[config.mk]
export PLATFORM = sky130hd
export DESIGN_NAME = sect_gpio
export DESIGN_NICKNAME = d
export VERILOG_FILES = /design/src/rtl/sect_gpio.sv
export SDC_FILE = /design/constraint.sdc
export NUM_CORES = 1
export LEC_CHECK = 0
export ABC_AREA = 1
export BUFFER_PORTS_ARGS = -buffer_cell sky130_fd_sc_hd__buf_2
export CAP_MARGIN = 20
export CORE_ASPECT_RATIO = 0.8
export CORE_MARGIN = 1.5
export CORE_UTILIZATION = 45
export DETAILED_ROUTE_END_ITERATION = 7
export HOLD_SLACK_MARGIN = 0.05
export PLACE_DENSITY = 0.66
export SETUP_SLACK_MARGIN = 0.1
export SLEW_MARGIN = 15
export SYNTH_ARGS = -nofsm -noshare
export SYNTH_HDL_FRONTEND = slang
export SYNTH_SLANG_ARGS = --single-unit
[constraint.sdc]
create_clock -name clk -period 1.4 [get_ports clk]
set_input_delay 0.07 -clock clk [delete_from_list [all_inputs] [get_ports clk]]
set_output_delay 0.07 -clock clk [all_outputs]
set_load 0.05 [all_outputs]
[src/rtl/sect_gpio.sv]
module sect_gpio #(
  parameter int NSEC = 4,
  parameter int DW   = 32
) (
  input  logic               clk,
  input  logic               rst_n,
  input  logic [7:0]         addr,
  input  logic               wr_en,
  input  logic [DW-1:0]      wr_data,
  output logic [DW-1:0]      rd_data,
  input  logic [NSEC*8-1:0]  pin_in,
  output logic [NSEC*8-1:0]  pin_out,
  output logic [NSEC*8-1:0]  pin_oe,
  output logic               irq
);
  localparam int NP = NSEC * 8;

  logic [NP-1:0] sync1, sync2, prev;
  logic [NP-1:0] dir, outr, mask, lvl, stat;
  logic [NP-1:0] secm, wvec, wclr, setv;
  logic [1:0]    sec;
  logic [3:0]    word;
  logic [7:0]    rsel;

  assign sec  = addr[7:6];
  assign word = addr[5:2];
  assign secm = NP'(8'hFF) << (sec * 8);
  assign wvec = NP'(wr_data[7:0]) << (sec * 8);
  assign wclr = (wr_en && word == 4'd1) ? wvec : '0;
  assign setv = (sync2 & ~prev & ~lvl) | (sync2 & lvl);

  always_ff @(posedge clk or negedge rst_n)
    if (!rst_n) begin
      sync1 <= '0;
      sync2 <= '0;
      prev  <= '0;
    end else begin
      sync1 <= pin_in;
      sync2 <= sync1;
      prev  <= sync2;
    end

  always_ff @(posedge clk or negedge rst_n)
    if (!rst_n) begin
      dir  <= '1;
      outr <= '0;
      mask <= '1;
      lvl  <= '0;
    end else if (wr_en) begin
      case (word)
        4'd2: mask <= mask & ~wvec;
        4'd3: mask <= mask | wvec;
        4'd4: dir  <= (dir  & ~secm) | wvec;
        4'd5: outr <= (outr & ~secm) | wvec;
        4'd8: lvl  <= (lvl  & ~secm) | wvec;
        default: ;
      endcase
    end

  always_ff @(posedge clk or negedge rst_n)
    if (!rst_n) stat <= '0;
    else        stat <= (stat & ~wclr) | setv;

  always_comb begin
    case (word)
      4'd0:    rsel = stat[sec*8 +: 8] & ~mask[sec*8 +: 8];
      4'd1:    rsel = stat[sec*8 +: 8];
      4'd2:    rsel = mask[sec*8 +: 8];
      4'd4:    rsel = dir[sec*8 +: 8];
      4'd5:    rsel = outr[sec*8 +: 8];
      4'd6:    rsel = sync2[sec*8 +: 8];
      4'd8:    rsel = lvl[sec*8 +: 8];
      default: rsel = 8'h00;
    endcase
  end

  assign rd_data = DW'(rsel);
  assign pin_out = outr;
  assign pin_oe  = ~dir;
  assign irq     = |(stat & ~mask);

  p_dir_write_r3: assert property (@(posedge clk) disable iff (!rst_n)
    (wr_en && word == 4'd4) |=> (((pin_oe ^ ~$past(wvec)) & $past(secm)) == '0));

  p_mask_set_r8: assert property (@(posedge clk) disable iff (!rst_n)
    (wr_en && word == 4'd3) |=> ((~mask & $past(wvec)) == '0));

  p_clear_takes_r7: assert property (@(posedge clk) disable iff (!rst_n)
    ((stat & $past(wclr & ~setv)) == '0));

  p_set_wins_r10: assert property (@(posedge clk) disable iff (!rst_n)
    ((~stat & $past(setv)) == '0));

  p_sticky_r6: assert property (@(posedge clk) disable iff (!rst_n)
    ((~stat & $past(stat) & ~$past(wclr)) == '0));
endmodule

* Word level (Yosys, flattened, before mapping)
Cells that the tools add are included.
** Word-level totals
- Register bits :: 256
- Input port bits :: 75
** Operators by class
- Eq/ne operators :: 7
- Shift-type cells :: 8
- Muxes and demuxes :: 3
- Bitwise gates (word level) :: 24
- Reductions and logical operators :: 8
** Operators with widths (count)
- $and 32x32->32 :: 9
- $not 32->32 :: 7
- $or 32x32->32 :: 6
- $shiftx 32x6->8 :: 6
- $pmux 32 s2 :: 1
- $pmux 8 s7 :: 1
- $mux 32 :: 1
- $reduce_or 32->1 :: 1
- $shl 8x5->32 :: 1
- $shl 8x5->32 const A :: 1
- $eq 4x3->1 const B :: 3
- $and 8x8->8 :: 1
- $eq 4x2->1 const B :: 2
- $not 8->8 :: 1
- $reduce_and 2->1 :: 4
- $eq 4x1->1 const B :: 1
- $eq 4x4->1 const B :: 1
- $logic_not 4->1 :: 1
- $reduce_bool 2->1 :: 1
- $logic_and 1x1->1 :: 1

* Logic depth before layout (Yosys ltp)
Gate-level depths: netlist (run 1).
- Word-level depth :: 6
- Depth in mapped cells :: 12
- Gate-level depth less buffers :: 12

* Worst setup path after synthesis (run 1)
OpenSTA, ideal clock, no wires.
- Path type :: reg-to-output
- Start point :: register outr[21], in the netlist pin_out[21]
- End point :: output rd_data[5]
- Arrival time :: 1.773 ns
- Required time :: 1.330 ns
- Setup slack :: -0.443 ns
- Stages on the path, launching flop included :: 7
- Buffers on the path :: 0
- Path through :: dfrtp_1 > inv_1 > o21ai_0 > inv_1 > nand2_1 > nand3_1 > o21bai_1
** Between the ends
- Cells in the longest elaborated chain, start to end :: 2
** RTL lines
- start: declaration :: RTL line 19 : logic [NP-1:0] dir, outr, mask, lvl, stat;
- start signal: assignment :: RTL line 54 : 4'd5: outr <= (outr & ~secm) | wvec;
- $shiftx 32x6->8 :: RTL line 70 : 4'd5: rsel = outr[sec*8 +: 8];
- $pmux 8 s7 :: RTL line 65 : case (word)
- end: declaration :: RTL line 10 : output logic [DW-1:0] rd_data,
No other way between the ends.

==> results of run 1 <==
## area by class of cell
class | count | area, sq um | area share [%]
inverters | 169 | 639.4 | 4.029
well taps | 312 | 390.4 | 2.460
clock inverters | 11 | 182.7 | 1.151
diodes | 1 | 2.502 | 0.01577
clock buffers | 37 | 752.0 | 4.738
flip-flops and latches | 256 | 6515 | 41.05
multi-input cells | 744 | 3896 | 24.55
repair buffers | 385 | 3492 | 22.00
## stage by stage
step	cell area [sq um]	worst slack (ns)	util, %	power, mW	hold WS (ns)
2_1_floorplan	11160	-0.02340	-	12.07	-0.2256
3_3_place_gp	13510	-0.4777	57.14	14.18	0.06319
3_5_place_dp	13510	-0.5036	57.14	14.22	0.06346
4_1_cts	15670	-0.6498	66.28	22.81	0.06515
5_1_grt	15870	-0.6898	67.11	23.78	0.09413
6_report	15870	-0.6398	67.11	23.03	0.06292
## timing repair
item,CTS,global route
hold buffers,41,0
endpoints found under the hold margin,272,0
setup endpoints to repair,58,55
setup buffers,8,19
gates resized for setup,280,44
pin swaps,40,11
## where the power goes
group          switching [mW]  leakage (nW)  internal (mW)
Clock                    3.07         0.456           4.51
Combinational            3.87          4.37           2.43
Sequential              0.625          2.75           8.53
## routing by layer
| metal | global-route usage (%) | routed length (um) | part of all wire (%) | vias to the layer above |
|---|---|---|---|---|
| met4 | 7.828 | 964 | 2.3 | 2 |
| li1 | - | - | - | 4684 |
| met5 | 1.389 | 46 | 0.11 | - |
| met3 | 8.866 | 4598 | 11 | 69 |
| met1 | 47.87 | 17480 | 42 | 5137 |
| met2 | 49.69 | 18620 | 45 | 599 |
## cell usage after synthesis, drive strengths merged (3+ instances only)
cell type / n
a221oi: 5
inv: 169
dfrtp: 192
a22oi: 6
o211ai: 5
clkbuf: 22
o2111ai: 5
dfstp: 64
nor2: 124
buf: 43
a211oi: 3
o22ai: 108
nand3: 55
nand2: 250
nand4: 4
a21oi: 57
o21ai: 82
a31oi: 11
## logic make-up after synthesis
family          count (synthesis)
compound gates                284
other cells                     1
buf+inv                       234
flops                         256
simple gates                  436
## worst register-to-register path, delay by kind of cell, from the launching register on
| family | cells | cell delay (ns) |
|---|---|---|
| flip-flops | 1 | 0.55 |
| buffers and inverters | 3 | 0.27 |
| AO/OA/AOI/OAI | 1 | 0.12 |
## final timing paths
kind	from	to	slack, ns
worst max-delay path	flop	irq	-0.64
worst min-delay path	rst_n	sync1[20]	0.06
worst max register to register	dir[12]	dir[12]	0.39
worst min register to register	sync1[24]	sync2[24]	0.35
max in group asynchronous	rst_n	dir[24]	0.67
min in group clk	addr[2]	flop	0.11
==> flow_summary_export.csv, run 1 <==
group,metric,value,unit
placement,place_hpwl,30900,um
synth,ys.warnings.count,0,
worst_setup_path,arrival,1.97,ns
synth,synth-xor-area-share,0,%
global_routing,antenna_found_initial,1,
finish,fillerInstances,1892,
synth,postSynth.asyncResetShare,100.0,%
synth,ys_ff_latch,256,
floorplan,io_pins,172,
global_routing,grt.total_usage,33.14,%
worst_setup_path,cp-end-kind,"output port",
timing,tightestPinTransition,0.5538,ns
drt,vias_per_cell,5.478,
cts,cts_sinks,256,
placement,routabilityCongestion,0.9703,
worst_setup_path,path_depth,6,
timing,period_share,145.7,%
synth,ys.flop_type,"dfrtp_1",
drt,first_pass_iters,6,
timing,drv_slew,0,
finish,final_cells,1915,
worst_setup_path,crit_fanout,2,
synth,ys_top_cells_by_area,"dfrtp_1 44%, dfstp_2 15%, nand2_1 8.4%, o22ai_1 6.2%, inv_1 5.5%",
synth,yosysTopAreaCellShare,43.80,%
synth,syn_area,10970,sq um
placement,dp.cells,1810,
drt,drt_iter0_markers,1225,
worst_setup_path,worst-path-buf-inv,2,
timing,skew,0.01806,ns
drt,vias,10490,
cts,cts_tree,"yes",
synth,synth_top_family_by_area,"simple AND/OR/NAND/NOR gates",
worst_setup_path,path_cells,"inv_2 -> a221oi_2 -> nand4_1 -> nor2_2 -> nand2_2 -> buf_8",
cts,clk_path_buf_depth,3,
synth,synth_compound_area_share,15.02,%
cts,cts_root_buf,"clkbuf_16",
drt,totalWireLength,41710,um
worst_setup_path,worst-setup-path-type,"reg -> out",
worst_setup_path,max_stage_delay,0.54,ns
power,leakagePower,7.575,nW
global_routing,grt_start_max_net_pins,61,
floorplan,core-area,23650,sq um
timing,hold_violations,0,
outcome,violations,"negative setup slack",
worst_setup_path,start_kind,"flop",
power,power.density,1451,nW/um^2
timing,setup_viol,23,
synth,seq_area_frac_synth,59.13,%
floorplan,std_cell_rows,50,
cts,clk_latency,0.56,ns
finish,area_growth,44.68,%
drt,drc,0,
worst_setup_path,rr_worst_depth,4,
worst_setup_path,cp_top_family,"flip-flops",
global_routing,grt_pass1_wl,61690,um
floorplan,start_util,46.39,%
cts,h-tree-depth,1,
power,vdd_ir_drop_max,0.001191,V
finish,final_common_cell,"nand2_1",
synth,synth_top_area_cell,"dfrtp_1",
synth,muxShareOfSynthArea,0,%
floorplan,fp.dieArea,25330,sq um
finish,nNetsFinal,1657,
cts,clk_pin_slew_worst_paths,0.07,ns
global_routing,first_global_vias,10110,
synth,yosys.area_share.adder,0,%
floorplan,dieHeight,142.6,um
floorplan,die_w,177.6,um
timing,tns,-5.586,ns
run,cap_violations,0,
finish,drive_above_1_share,38.64,%
finish,mostFrequentLayoutCells,"231 x nand2_1, 185 x buf_4, 169 x dfrtp_1",
synth,synthCells,1211,
global_routing,grt-ovfl-total,0,
timing,min_period,2.040,ns
drt,postRouteAntennaNets,0,
placement,io_buffers,121,
outcome,status,"complete, but fails checks",
timing,rsz0062_at_grt,"true",
cts,cts-buffers-inserted,26,
min_path,hp-class,"in -> async",
timing,max_freq,490.2,MHz
synth,yosysUniqueCellTypes,31,
synth,synth_edf_count,0,
worst_setup_path,slowest_stage,"dfstp_2",
timing,slew_headroom,63.08,%
worst_setup_path,required,1.33,ns
drt,post_drt_wl_per_cell,21.78,um
synth,synth_simple_gate_area_share,16.61,%
synth,syn_area_per_cell,9.058,sq um
timing,setup_ws,-0.6398,ns
No activity file was read; power rests on OpenSTA's default activity.
==> inputs of run 2 (changes only) <==
CORE_MARGIN = default   (was 1.5)
==> run 2 against run 1 <==
The run still ends with negative setup slack left. Worst hold slack got worse by 0.012 ns. Clock power decreased by 10%. Utilization decreased by 1.2 points. Routed wire length decreased by 0.70%. Count of clock-buffer cells in the layout unchanged. Final cell count decreased by 1.2%. Sequential cell count unchanged. Via count decreased by 2.2%. Critical endpoint unchanged. Largest cell class unchanged. Highest routed layer unchanged.
==> flow_summary_export.csv, run 2 (same netlist as run 1, synthesis figures left out) <==
group,metric,value,unit
worst_setup_path,cp_top_family,"flip-flops",
placement,routabilityCongestion,1.028,
worst_setup_path,start_kind,"flop",
timing,min_period,2.062,ns
global_routing,antenna_found_initial,3,
drt,vias_per_cell,5.424,
power,vdd_ir_drop_max,0.001479,V
cts,clk_pin_slew_worst_paths,0.07,ns
cts,clk_path_buf_depth,3,
power,finalPower,22.18,mW
cts,clk_latency,0.54,ns
floorplan,dieHeight,141.6,um
outcome,violations,"negative setup slack",
timing,period_share,147.3,%
cts,cts_root_buf,"clkbuf_16",
timing,whs,0.05055,ns
drt,post_drt_wl_per_cell,21.89,um
timing,drv_slew,0,
timing,rsz0062_at_grt,"true",
worst_setup_path,required,1.33,ns
cts,cts-buffers-inserted,25,
worst_setup_path,cp-end-kind,"output port",
floorplan,io_pins,172,
worst_setup_path,reg2reg_from,"dir[5]",
drt,totalWireLength,41410,um
worst_setup_path,crit_fanout,2,
cts,cts_tree,"yes",
placement,dp.cells,1802,
floorplan,die_w,176.6,um
timing,tns,-5.307,ns
power,leakagePower,7.407,nW
placement,io_buffers,121,
drt,postRouteAntennaNets,0,
floorplan,core-area,23650,sq um
global_routing,first_global_vias,10260,
run,cap_violations,0,
worst_setup_path,slowest_stage,"dfstp_2",
worst_setup_path,arrival,1.99,ns
finish,nNetsFinal,1635,
worst_setup_path,rrSetupSlack,0.37,ns
worst_setup_path,max_stage_delay,0.54,ns
outcome,status,"complete, but fails checks",
finish,final_common_cell,"nand2_1",
worst_setup_path,reg2reg_to,"dir[5]",
global_routing,grt_start_max_net_pins,51,
finish,mostFrequentLayoutCells,"231 x nand2_1, 168 x dfrtp_1, 164 x buf_4",
floorplan,std_cell_rows,50,
cts,h-tree-depth,1,
timing,skew,0.01238,ns
drt,first_pass_iters,7,
cts,cts_sinks,256,
finish,final_cells,1892,
drt,drc,0,
timing,setup_ws,-0.6619,ns
worst_setup_path,worst-path-buf-inv,3,
timing,max_freq,485.0,MHz
global_routing,grt_pass1_wl,62060,um
floorplan,start_util,46.39,%
global_routing,grt-ovfl-total,0,
timing,hold_violations,0,
drt,drt_iter0_markers,1184,
drt,vias,10260,
finish,post-route-util,65.88,%
finish,area_growth,42.03,%
floorplan,fp.dieArea,25010,sq um
power,power.density,1424,nW/um^2
placement,place_hpwl,31020,um
finish,drive_above_1_share,37.24,%
worst_setup_path,rr_worst_depth,4,
worst_setup_path,path_cells,"inv_2 -> buf_6 -> a221oi_4 -> nand2_1 -> nor2_1 -> nand2_2 -> buf_8",
global_routing,grt.total_usage,33.69,%
min_path,hp-class,"in -> async",
worst_setup_path,worst-setup-path-type,"reg -> out",
timing,setup_viol,18,
==> run 2: layout make-up <==
cell class,instances,area (sq um)
fillers,1920,8068
flip-flops and latches,256,6516
multi-input cells,744,3861
repair buffers,364,3358
clock buffers,37,730.7
inverters,169,636.9
well taps,312,390.4
clock inverters,9,83.83
diodes,1,2.502
==> run 2: routing by layer <==
metal | track usage [%] | routed length (um)
met1 | 47.62 | 17320
met2 | 49.51 | 18090
met3 | 10.32 | 4557
met4 | 10.57 | 1386
met5 | 0 | 59
==> run 2: how the worst max path moves through the flow <==
stage          startpoint          to  slack, ns  cells after the start
2_1_floorplan      dir[0]  rd_data[0]      -0.02                      4
3_3_place_gp      addr[5]  rd_data[5]      -0.48                     12
3_5_place_dp      addr[3]  rd_data[1]      -0.46                     13
4_1_cts              flop  rd_data[0]      -0.63                      8
5_1_grt              flop         irq      -0.71                      7
6_report             flop         irq      -0.66                      7
==> run 2: metrics by stage <==
stage          instance area [sq um]  worst slack (ns)
2_1_floorplan                  11160          -0.02340
3_3_place_gp                   13460           -0.4824
3_5_place_dp                   13460           -0.4622
4_1_cts                        15360           -0.6274
5_1_grt                        15580           -0.7058
6_report                       15580           -0.6619
==> run 2: power breakdown <==
| group | total [mW] | switching, mW | internal, mW |
|---|---|---|---|
| combinational | 6.21 | 3.82 | 2.39 |
| clock | 6.81 | 2.99 | 3.82 |
| sequential | 9.16 | 0.630 | 8.53 |
| total | 22.2 | 7.44 | 14.7 |
==> run 2: what timing repair did <==
action                                  CTS  global route
endpoints found under the setup margin   58            57
hold endpoints to repair                259             0
buffers inserted                          1            13
resized for setup                       254            64
hold buffers                             40             0
pin swaps                                30            22
